`src/rtl/dp_alu_pkg.sv`:
```
package dp_alu_pkg;

    typedef enum logic [3:0] {
        OP_AND = 4'd0,  OP_EOR = 4'd1,  OP_SUB = 4'd2,  OP_RSB = 4'd3,
        OP_ADD = 4'd4,  OP_ADC = 4'd5,  OP_SBC = 4'd6,  OP_RSC = 4'd7,
        OP_TST = 4'd8,  OP_TEQ = 4'd9,  OP_CMP = 4'd10, OP_CMN = 4'd11,
        OP_ORR = 4'd12, OP_MOV = 4'd13, OP_BIC = 4'd14, OP_MVN = 4'd15
    } dp_op_e;

    typedef enum logic [3:0] {
        CC_EQ = 4'd0,  CC_NE = 4'd1,  CC_HS = 4'd2,  CC_LO = 4'd3,
        CC_MI = 4'd4,  CC_PL = 4'd5,  CC_VS = 4'd6,  CC_VC = 4'd7,
        CC_HI = 4'd8,  CC_LS = 4'd9,  CC_GE = 4'd10, CC_LT = 4'd11,
        CC_GT = 4'd12, CC_LE = 4'd13, CC_AL = 4'd14, CC_NV = 4'd15
    } cond_e;

    typedef struct packed {
        logic n;
        logic z;
        logic c;
        logic v;
    } nzcv_t;

    function automatic logic op_is_arith(input logic [3:0] op);
        return (op >= 4'd2 && op <= 4'd7) || op == 4'd10 || op == 4'd11;
    endfunction

    function automatic logic op_is_test(input logic [3:0] op);
        return op[3:2] == 2'b10;
    endfunction

endpackage

```
`src/rtl/dp_alu_cond.sv`:
```
module dp_alu_cond
    import dp_alu_pkg::*;
(
    input  logic [3:0] cond_i,
    input  nzcv_t      flags_i,
    output logic       pass_o
);
    always_comb begin
        unique case (cond_e'(cond_i))
            CC_EQ: pass_o = flags_i.z;
            CC_NE: pass_o = !flags_i.z;
            CC_HS: pass_o = flags_i.c;
            CC_LO: pass_o = !flags_i.c;
            CC_MI: pass_o = flags_i.n;
            CC_PL: pass_o = !flags_i.n;
            CC_VS: pass_o = flags_i.v;
            CC_VC: pass_o = !flags_i.v;
            CC_HI: pass_o = flags_i.c && !flags_i.z;
            CC_LS: pass_o = !flags_i.c || flags_i.z;
            CC_GE: pass_o = flags_i.n == flags_i.v;
            CC_LT: pass_o = flags_i.n != flags_i.v;
            CC_GT: pass_o = !flags_i.z && (flags_i.n == flags_i.v);
            CC_LE: pass_o = flags_i.z || (flags_i.n != flags_i.v);
            default: pass_o = 1'b1;
        endcase
    end

    always_comb begin
        if (cond_i[3:1] == 3'b111) begin
            AST_ALWAYS_PASSES: assert (pass_o) else $error("always-code failed");
        end
    end
endmodule

```
`src/rtl/dp_alu_arith.sv`:
```
module dp_alu_arith
    import dp_alu_pkg::*;
#(
    parameter int DATA_W = 32
) (
    input  logic [3:0]        opcode_i,
    input  logic [DATA_W-1:0] a_i,
    input  logic [DATA_W-1:0] b_i,
    input  logic              c_i,
    output logic [DATA_W-1:0] sum_o,
    output logic              cout_o,
    output logic              ovf_o
);
    localparam int SUM_W = DATA_W + 1;

    logic [DATA_W-1:0] x_d, y_d;
    logic              ci_d;
    logic [SUM_W-1:0]  wide_d;

    always_comb begin
        x_d  = a_i;
        y_d  = b_i;
        ci_d = 1'b0;
        unique case (dp_op_e'(opcode_i))
            OP_SUB, OP_CMP: begin y_d = ~b_i; ci_d = 1'b1; end
            OP_RSB:         begin x_d = b_i; y_d = ~a_i; ci_d = 1'b1; end
            OP_ADC:         ci_d = c_i;
            OP_SBC:         begin y_d = ~b_i; ci_d = c_i; end
            OP_RSC:         begin x_d = b_i; y_d = ~a_i; ci_d = c_i; end
            default:        ci_d = 1'b0;
        endcase
        wide_d = {1'b0, x_d} + {1'b0, y_d} + {{DATA_W{1'b0}}, ci_d};
        sum_o  = wide_d[DATA_W-1:0];
        cout_o = wide_d[DATA_W];
        ovf_o  = (x_d[DATA_W-1] == y_d[DATA_W-1]) && (sum_o[DATA_W-1] != x_d[DATA_W-1]);
    end
endmodule

```
`src/rtl/dp_alu_logic.sv`:
```
module dp_alu_logic
    import dp_alu_pkg::*;
#(
    parameter int DATA_W = 32
) (
    input  logic [3:0]        opcode_i,
    input  logic [DATA_W-1:0] a_i,
    input  logic [DATA_W-1:0] b_i,
    output logic [DATA_W-1:0] res_o
);
    always_comb begin
        unique case (dp_op_e'(opcode_i))
            OP_AND, OP_TST: res_o = a_i & b_i;
            OP_EOR, OP_TEQ: res_o = a_i ^ b_i;
            OP_ORR:         res_o = a_i | b_i;
            OP_MOV:         res_o = b_i;
            OP_BIC:         res_o = a_i & ~b_i;
            OP_MVN:         res_o = ~b_i;
            default:        res_o = '0;
        endcase
    end
endmodule

```
`src/rtl/dp_alu.sv`:
```
module dp_alu
    import dp_alu_pkg::*;
#(
    parameter int DATA_W = 32
) (
    input  logic              clk,
    input  logic              rst_n,
    input  logic              valid_i,
    input  logic [3:0]        cond_i,
    input  logic [3:0]        opcode_i,
    input  logic              set_flags_i,
    input  logic [DATA_W-1:0] op_a_i,
    input  logic [DATA_W-1:0] op_b_i,
    input  logic              shift_carry_i,
    output logic [DATA_W-1:0] result_o,
    output logic              wr_en_o,
    output logic [3:0]        flags_o
);
    localparam int MSB = DATA_W - 1;

    typedef struct packed {
        logic [DATA_W-1:0] result;
        logic              wr;
        nzcv_t             flags;
    } state_t;

    state_t state_d, state_q;

    logic              pass;
    logic [DATA_W-1:0] arith_sum, logic_res, value;
    logic              arith_cout, arith_ovf, is_arith;

    dp_alu_cond u_cond (
        .cond_i  (cond_i),
        .flags_i (state_q.flags),
        .pass_o  (pass)
    );

    dp_alu_arith #(.DATA_W(DATA_W)) u_arith (
        .opcode_i (opcode_i),
        .a_i      (op_a_i),
        .b_i      (op_b_i),
        .c_i      (state_q.flags.c),
        .sum_o    (arith_sum),
        .cout_o   (arith_cout),
        .ovf_o    (arith_ovf)
    );

    dp_alu_logic #(.DATA_W(DATA_W)) u_logic (
        .opcode_i (opcode_i),
        .a_i      (op_a_i),
        .b_i      (op_b_i),
        .res_o    (logic_res)
    );

    always_comb begin
        is_arith = op_is_arith(opcode_i);
        value    = is_arith ? arith_sum : logic_res;
        state_d    = state_q;
        state_d.wr = 1'b0;
        if (valid_i && pass) begin
            if (!op_is_test(opcode_i)) begin
                state_d.result = value;
                state_d.wr     = 1'b1;
            end
            if (set_flags_i) begin
                state_d.flags.n = value[MSB];
                state_d.flags.z = (value == '0);
                if (is_arith) begin
                    state_d.flags.c = arith_cout;
                    state_d.flags.v = arith_ovf;
                end else begin
                    state_d.flags.c = shift_carry_i;
                end
            end
        end
    end

    always_ff @(posedge clk or negedge rst_n) begin
        if (!rst_n) state_q <= '0;
        else        state_q <= state_d;
    end

    assign result_o = state_q.result;
    assign wr_en_o  = state_q.wr;
    assign flags_o  = state_q.flags;

    AST_TEST_NO_WRITE: assert property (@(posedge clk) disable iff (!rst_n)
        valid_i && opcode_i[3:2] == 2'b10 |=> !wr_en_o && $stable(result_o))
        else $error("test opcode wrote");
    AST_NO_S_FLAGS_HOLD: assert property (@(posedge clk) disable iff (!rst_n)
        valid_i && !set_flags_i |=> $stable(flags_o))
        else $error("flags moved without set-flags");
    AST_IDLE_HOLD: assert property (@(posedge clk) disable iff (!rst_n)
        !valid_i |=> !wr_en_o && $stable(result_o) && $stable(flags_o))
        else $error("idle cycle changed state");
    AST_FAIL_HOLD: assert property (@(posedge clk) disable iff (!rst_n)
        valid_i && !pass |=> !wr_en_o && $stable(result_o) && $stable(flags_o))
        else $error("failed condition had effect");
    AST_LOGIC_KEEPS_V: assert property (@(posedge clk) disable iff (!rst_n)
        valid_i && !op_is_arith(opcode_i) |=> $stable(flags_o[0]))
        else $error("logical op changed V");
    AST_ALWAYS_WRITES: assert property (@(posedge clk) disable iff (!rst_n)
        valid_i && cond_i == 4'd14 && opcode_i[3:2] != 2'b10 |=> wr_en_o)
        else $error("always-code op did not write");
endmodule

```
`config.mk`:
```
export PLATFORM = sky130hd
export DESIGN_NAME = dp_alu
export DESIGN_NICKNAME = d
export VERILOG_FILES = /design/src/rtl/dp_alu_pkg.sv /design/src/rtl/dp_alu_cond.sv /design/src/rtl/dp_alu_arith.sv /design/src/rtl/dp_alu_logic.sv /design/src/rtl/dp_alu.sv
export SDC_FILE = /design/constraint.sdc
export NUM_CORES = 1
export LEC_CHECK = 0
export CAP_MARGIN = 25
export CORE_ASPECT_RATIO = 1.5
export CORE_MARGIN = 2
export CORE_UTILIZATION = 60
export DETAILED_ROUTE_END_ITERATION = 6
export GPL_TIMING_DRIVEN = 0
export PLACE_DENSITY = 0.89
export REMOVE_ABC_BUFFERS = 1
export SYNTH_ARGS = -nofsm -noshare
export SYNTH_HDL_FRONTEND = slang
export SYNTH_SLANG_ARGS = --single-unit
```
`constraint.sdc`:
```
create_clock -name clk -period 6.4 [get_ports clk]
set_input_delay 1.28 -clock clk [delete_from_list [all_inputs] [get_ports clk]]
set_output_delay 1.28 -clock clk [all_outputs]
set_load 0.03 [all_outputs]
```
==> impl_metrics.json <==
{
  "status": "finished, final reports clean",
  "area_growth_pct": 22.82,
  "core_region_area_um2": 11000,
  "p_int_w": 0.001115,
  "start_util_pct": 61.59,
  "num_vias": 8183,
  "slew_headroom_pct": 35.49,
  "finalCriticalPeriod_ns": 6.222,
  "fmax_mhz": 160.7,
  "cp_slowest_stage_delay_ns": 0.51,
  "power_switching_w": 0.0009818,
  "insertion_delay_ns": 0.30,
  "arrival_ns": 6.45,
  "power_frac_comb_pct": 65.4,
  "route.detailed.wl_per_inst_um": 19.72,
  "r2r-end": "flags_o[2]",
  "holdCritStartpoint": "result_o[31]",
  "num-fill-cells": 841,
  "hold_class": "register to register",
  "std_cell_rows": 47,
  "synth_top_family_by_area": "compound AO/OA/AOI/OAI gates",
  "grt_pass1_wl_um": 37690,
  "synth_warnings": 0,
  "finalHoldViolations": 0,
  "r2r_cells": 17,
  "cpMaxStageDelayCell": "or4b_1",
  "p_leak_nw": 3.570,
  "worstSetupEndpointType": "register",
  "pwr-share-clk_pct": 14.7,
  "worstPathCellList": "buf_2, buf_12, and3_4, a21o_4, buf_8, nand2_1, o21ai_0, o21ai_0, ha_1, and2_4, nand3_2, a211oi_2, nor2_1, and4_1, nor3b_2, nand4_1, a2111oi_2, nand4_1, or4b_1, o21ai_1",
  "cts_buffers": 5,
  "drt-pass1-iter-count": 6,
  "drive_above_1_share_pct": 7.418,
  "synth_compound_area_share_pct": 33.01,
  "synthAdderAreaFrac_pct": 12.23,
  "die_h_um": 134.1,
  "synth_edf_count": 0,
  "ys_ff_latch": 37,
  "syn_area_per_cell_um2": 6.800,
  "clock_skew_ns": 0.006272,
  "grt_start_max_net_pins": 51,
  "htree_levels": 2,
  "clkSinkCount": 37,
  "netlist_area_um2": 6773,
  "cts_hold_buf": 0,
  "cp-start-kind": "input pin",
  "place_ws_ns": -2.318,
  "seqPwrFrac_pct": 19.9,
  "ios": 114,
  "grt_pass1_vias": 7846,
  "finalNetCount": 1206,
  "synthFlopType": "dfrtp_1",
  "post-route-period-util_pct": 97.21,
  "power_density_nw_per_um2": 252.0,
  "netSwitchingFraction_pct": 46.84,
  "ys_types": 78,
  "die_area_um2": 12170,
  "finalPower_w": 0.002096,
  "criticalPathCategory": "input pin to register",
  "synth-async-reset-ratio_pct": 100.0,
  "vias_per_cell": 6.752,
  "routed_wl_um": 23910,
  "place.gp.congestion": 0.9935,
  "yosys.area_share.simple_pct": 22.02,
  "die_x_um": 90.75,
  "dpl.hpwl_um": 16680,
  "cts.reportedPaths.clkPinSlew_ns": 0.06,
  "gr-usage-all-layers_pct": 38.46,
  "holdPathStages": 1,
  "tightest_slew_ns": 0.9575,
  "clock-root-buffer": "clkbuf_16",
  "ys_seq_area_share_pct": 13.67,
  "drc": 0,
  "cp_max_fo": 50,
  "grt.overflow.total": 0,
  "first_iter_violations": 834,
  "crit_start": "opcode_i[1]",
  "fin_ws_ns": 0.1785,
  "worstHoldEndpoint": "result_o[31]",
  "cp.required_ns": 6.62,
  "maxCapViolations": 0,
  "final-setup-viol-count": 0,
  "r2r_start": "flags_o[1]",
  "n_antenna_cell": 0,
  "syn_inst": 996,
  "rrSetupSlack_ns": 1.79,
  "synth_xor_area_share_pct": 4.785,
  "synthMuxAreaShare_pct": 5.468,
  "ir_drop_mv": 0.2282,
  "clockBufferDepth": 2,
  "slew_violations": 0,
  "cts_tree": "yes",
  "ant_nets": 0,
  "portBuffers": 113,
  "fin_setup_tns_ns": 0,
  "antenna_found_initial": 0
}
[cell type report]
class | count | area [µm²] | area share, %
timing repair buffer | 130 | 1368 | 16.44
clock inverter | 2 | 37.54 | 0.4513
sequential | 37 | 925.9 | 11.13
tap | 147 | 183.9 | 2.211
inverter | 78 | 300.3 | 3.610
multi-input combinational | 812 | 5364 | 64.49
clock buffer | 6 | 138.9 | 1.670
[flip-flops by register name (all words and copies together), names as in the netlist]
name      count
flags_o       4
result_o     32
wr_en_o       1
[worst max-delay path, delay by kind of cell]
family	cells	cell delay [ns]
AND/OR/NAND/NOR	10	2.41
AO/OA/AOI/OAI	6	1.30
buffers and inverters	3	0.94
adder cells (fa/ha/maj)	1	0.44
[worst max path at each step]
stage | slack, ns | cells after the start | endpoint
5_1_grt | -0.01 | 20 | flags_o[2]
4_1_cts | 0.008 | 21 | flags_o[2]
6_report | 0.18 | 20 | flags_o[2]
3_5_place_dp | -2.32 | 20 | flags_o[2]
2_1_floorplan | -0.11 | 18 | flags_o[2]
3_3_place_gp | -4.11 | 15 | flags_o[2]
[per-stage QoR]
stage                     area, µm²  hold WS (ns)  cells  utilization, %
after floorplan                6469        0.6541    926               -
after global placement         7784        0.4893   1186           70.78
after detailed placement       8020        0.4955   1198           72.93
after CTS                      8260        0.5113   1207           75.12
after global routing           8318        0.5301   1212           75.64
final                          8318        0.5073   1212           75.64
[layout by cell type, fill, tap and decap left out, drive strengths merged, types with 6 or more instances in the layout]
cell           instances
a21o                  17
o221ai                 7
nor4                   8
dfrtp                 37
xnor2                 26
clkdlybuf4s50        108
nand2                127
nand4                 16
a21oi                 67
a211oi                 6
mux2i                 10
a22oi                  9
xor2                  11
clkbuf                 8
mux2                  22
o31ai                  9
buf                   20
nand3                 16
a31oi                 12
nand2b                 7
a221oi                 9
and3                   7
inv                   78
o21ai                156
nor2                  74
nor3                  16
a222oi                 9
o22ai                 20
ha                    63
[cells in the mapped netlist, drive strengths merged, types with 5 or more instances]
master	number	area (µm²)
a211o	5	43.79
a211oi	6	50.05
a21o	16	120.1
a21oi	67	335.3
a221oi	9	96.35
a222oi	9	90.09
a22oi	9	67.56
a31oi	12	75.07
and3	7	43.79
buf	22	123.9
clkbuf	48	180.2
dfrtp	37	925.9
ha	63	788.3
inv	78	292.8
mux2	22	247.7
mux2i	10	100.1
nand2	127	479.2
nand2b	7	43.79
nand3	16	85.08
nand4	16	100.1
nor2	74	277.8
nor3	16	80.08
nor3b	5	37.54
nor4	8	50.05
o21a	5	38.79
o21ai	156	780.8
o221ai	7	61.31
o22ai	20	125.1
o31ai	9	67.56
or2	5	31.28
or3	5	31.28
xnor2	26	227.7
xor2	11	96.34
[layer usage]
metal	GRT usage, %	wire length, µm
met1	41.56	8251
met2	64.55	11570
met3	7.528	2158
met4	32.14	1927
met5	0	0
[timing repair]
item,in CTS,in global routing
buffers inserted,0,3
gates cloned,1,0
endpoints found under the hold margin,0,0
setup endpoints to repair,31,3
pin swaps,1,1
gates resized for setup,22,12
[power groups by stage]
| stage | Clock, W | Combinational, W | Sequential [W] |
|---|---|---|---|
| 2_1_floorplan | 0 | 0.000601 | 0.000631 |
| 3_3_place_gp | 0 | 0.00128 | 0.000416 |
| 3_5_place_dp | 0 | 0.00132 | 0.000419 |
| 4_1_cts | 0.000306 | 0.00134 | 0.000416 |
| 5_1_grt | 0.000317 | 0.00147 | 0.000430 |
| 6_report | 0.000308 | 0.00137 | 0.000417 |
[cells by family after synthesis]
logic type      Yosys count
compound gates          362
buf+inv                 148
flops                    37
xor+xnor                 37
simple gates            314
mux                      33
fa+ha+maj                65
(Power assumes the default switching activity.)
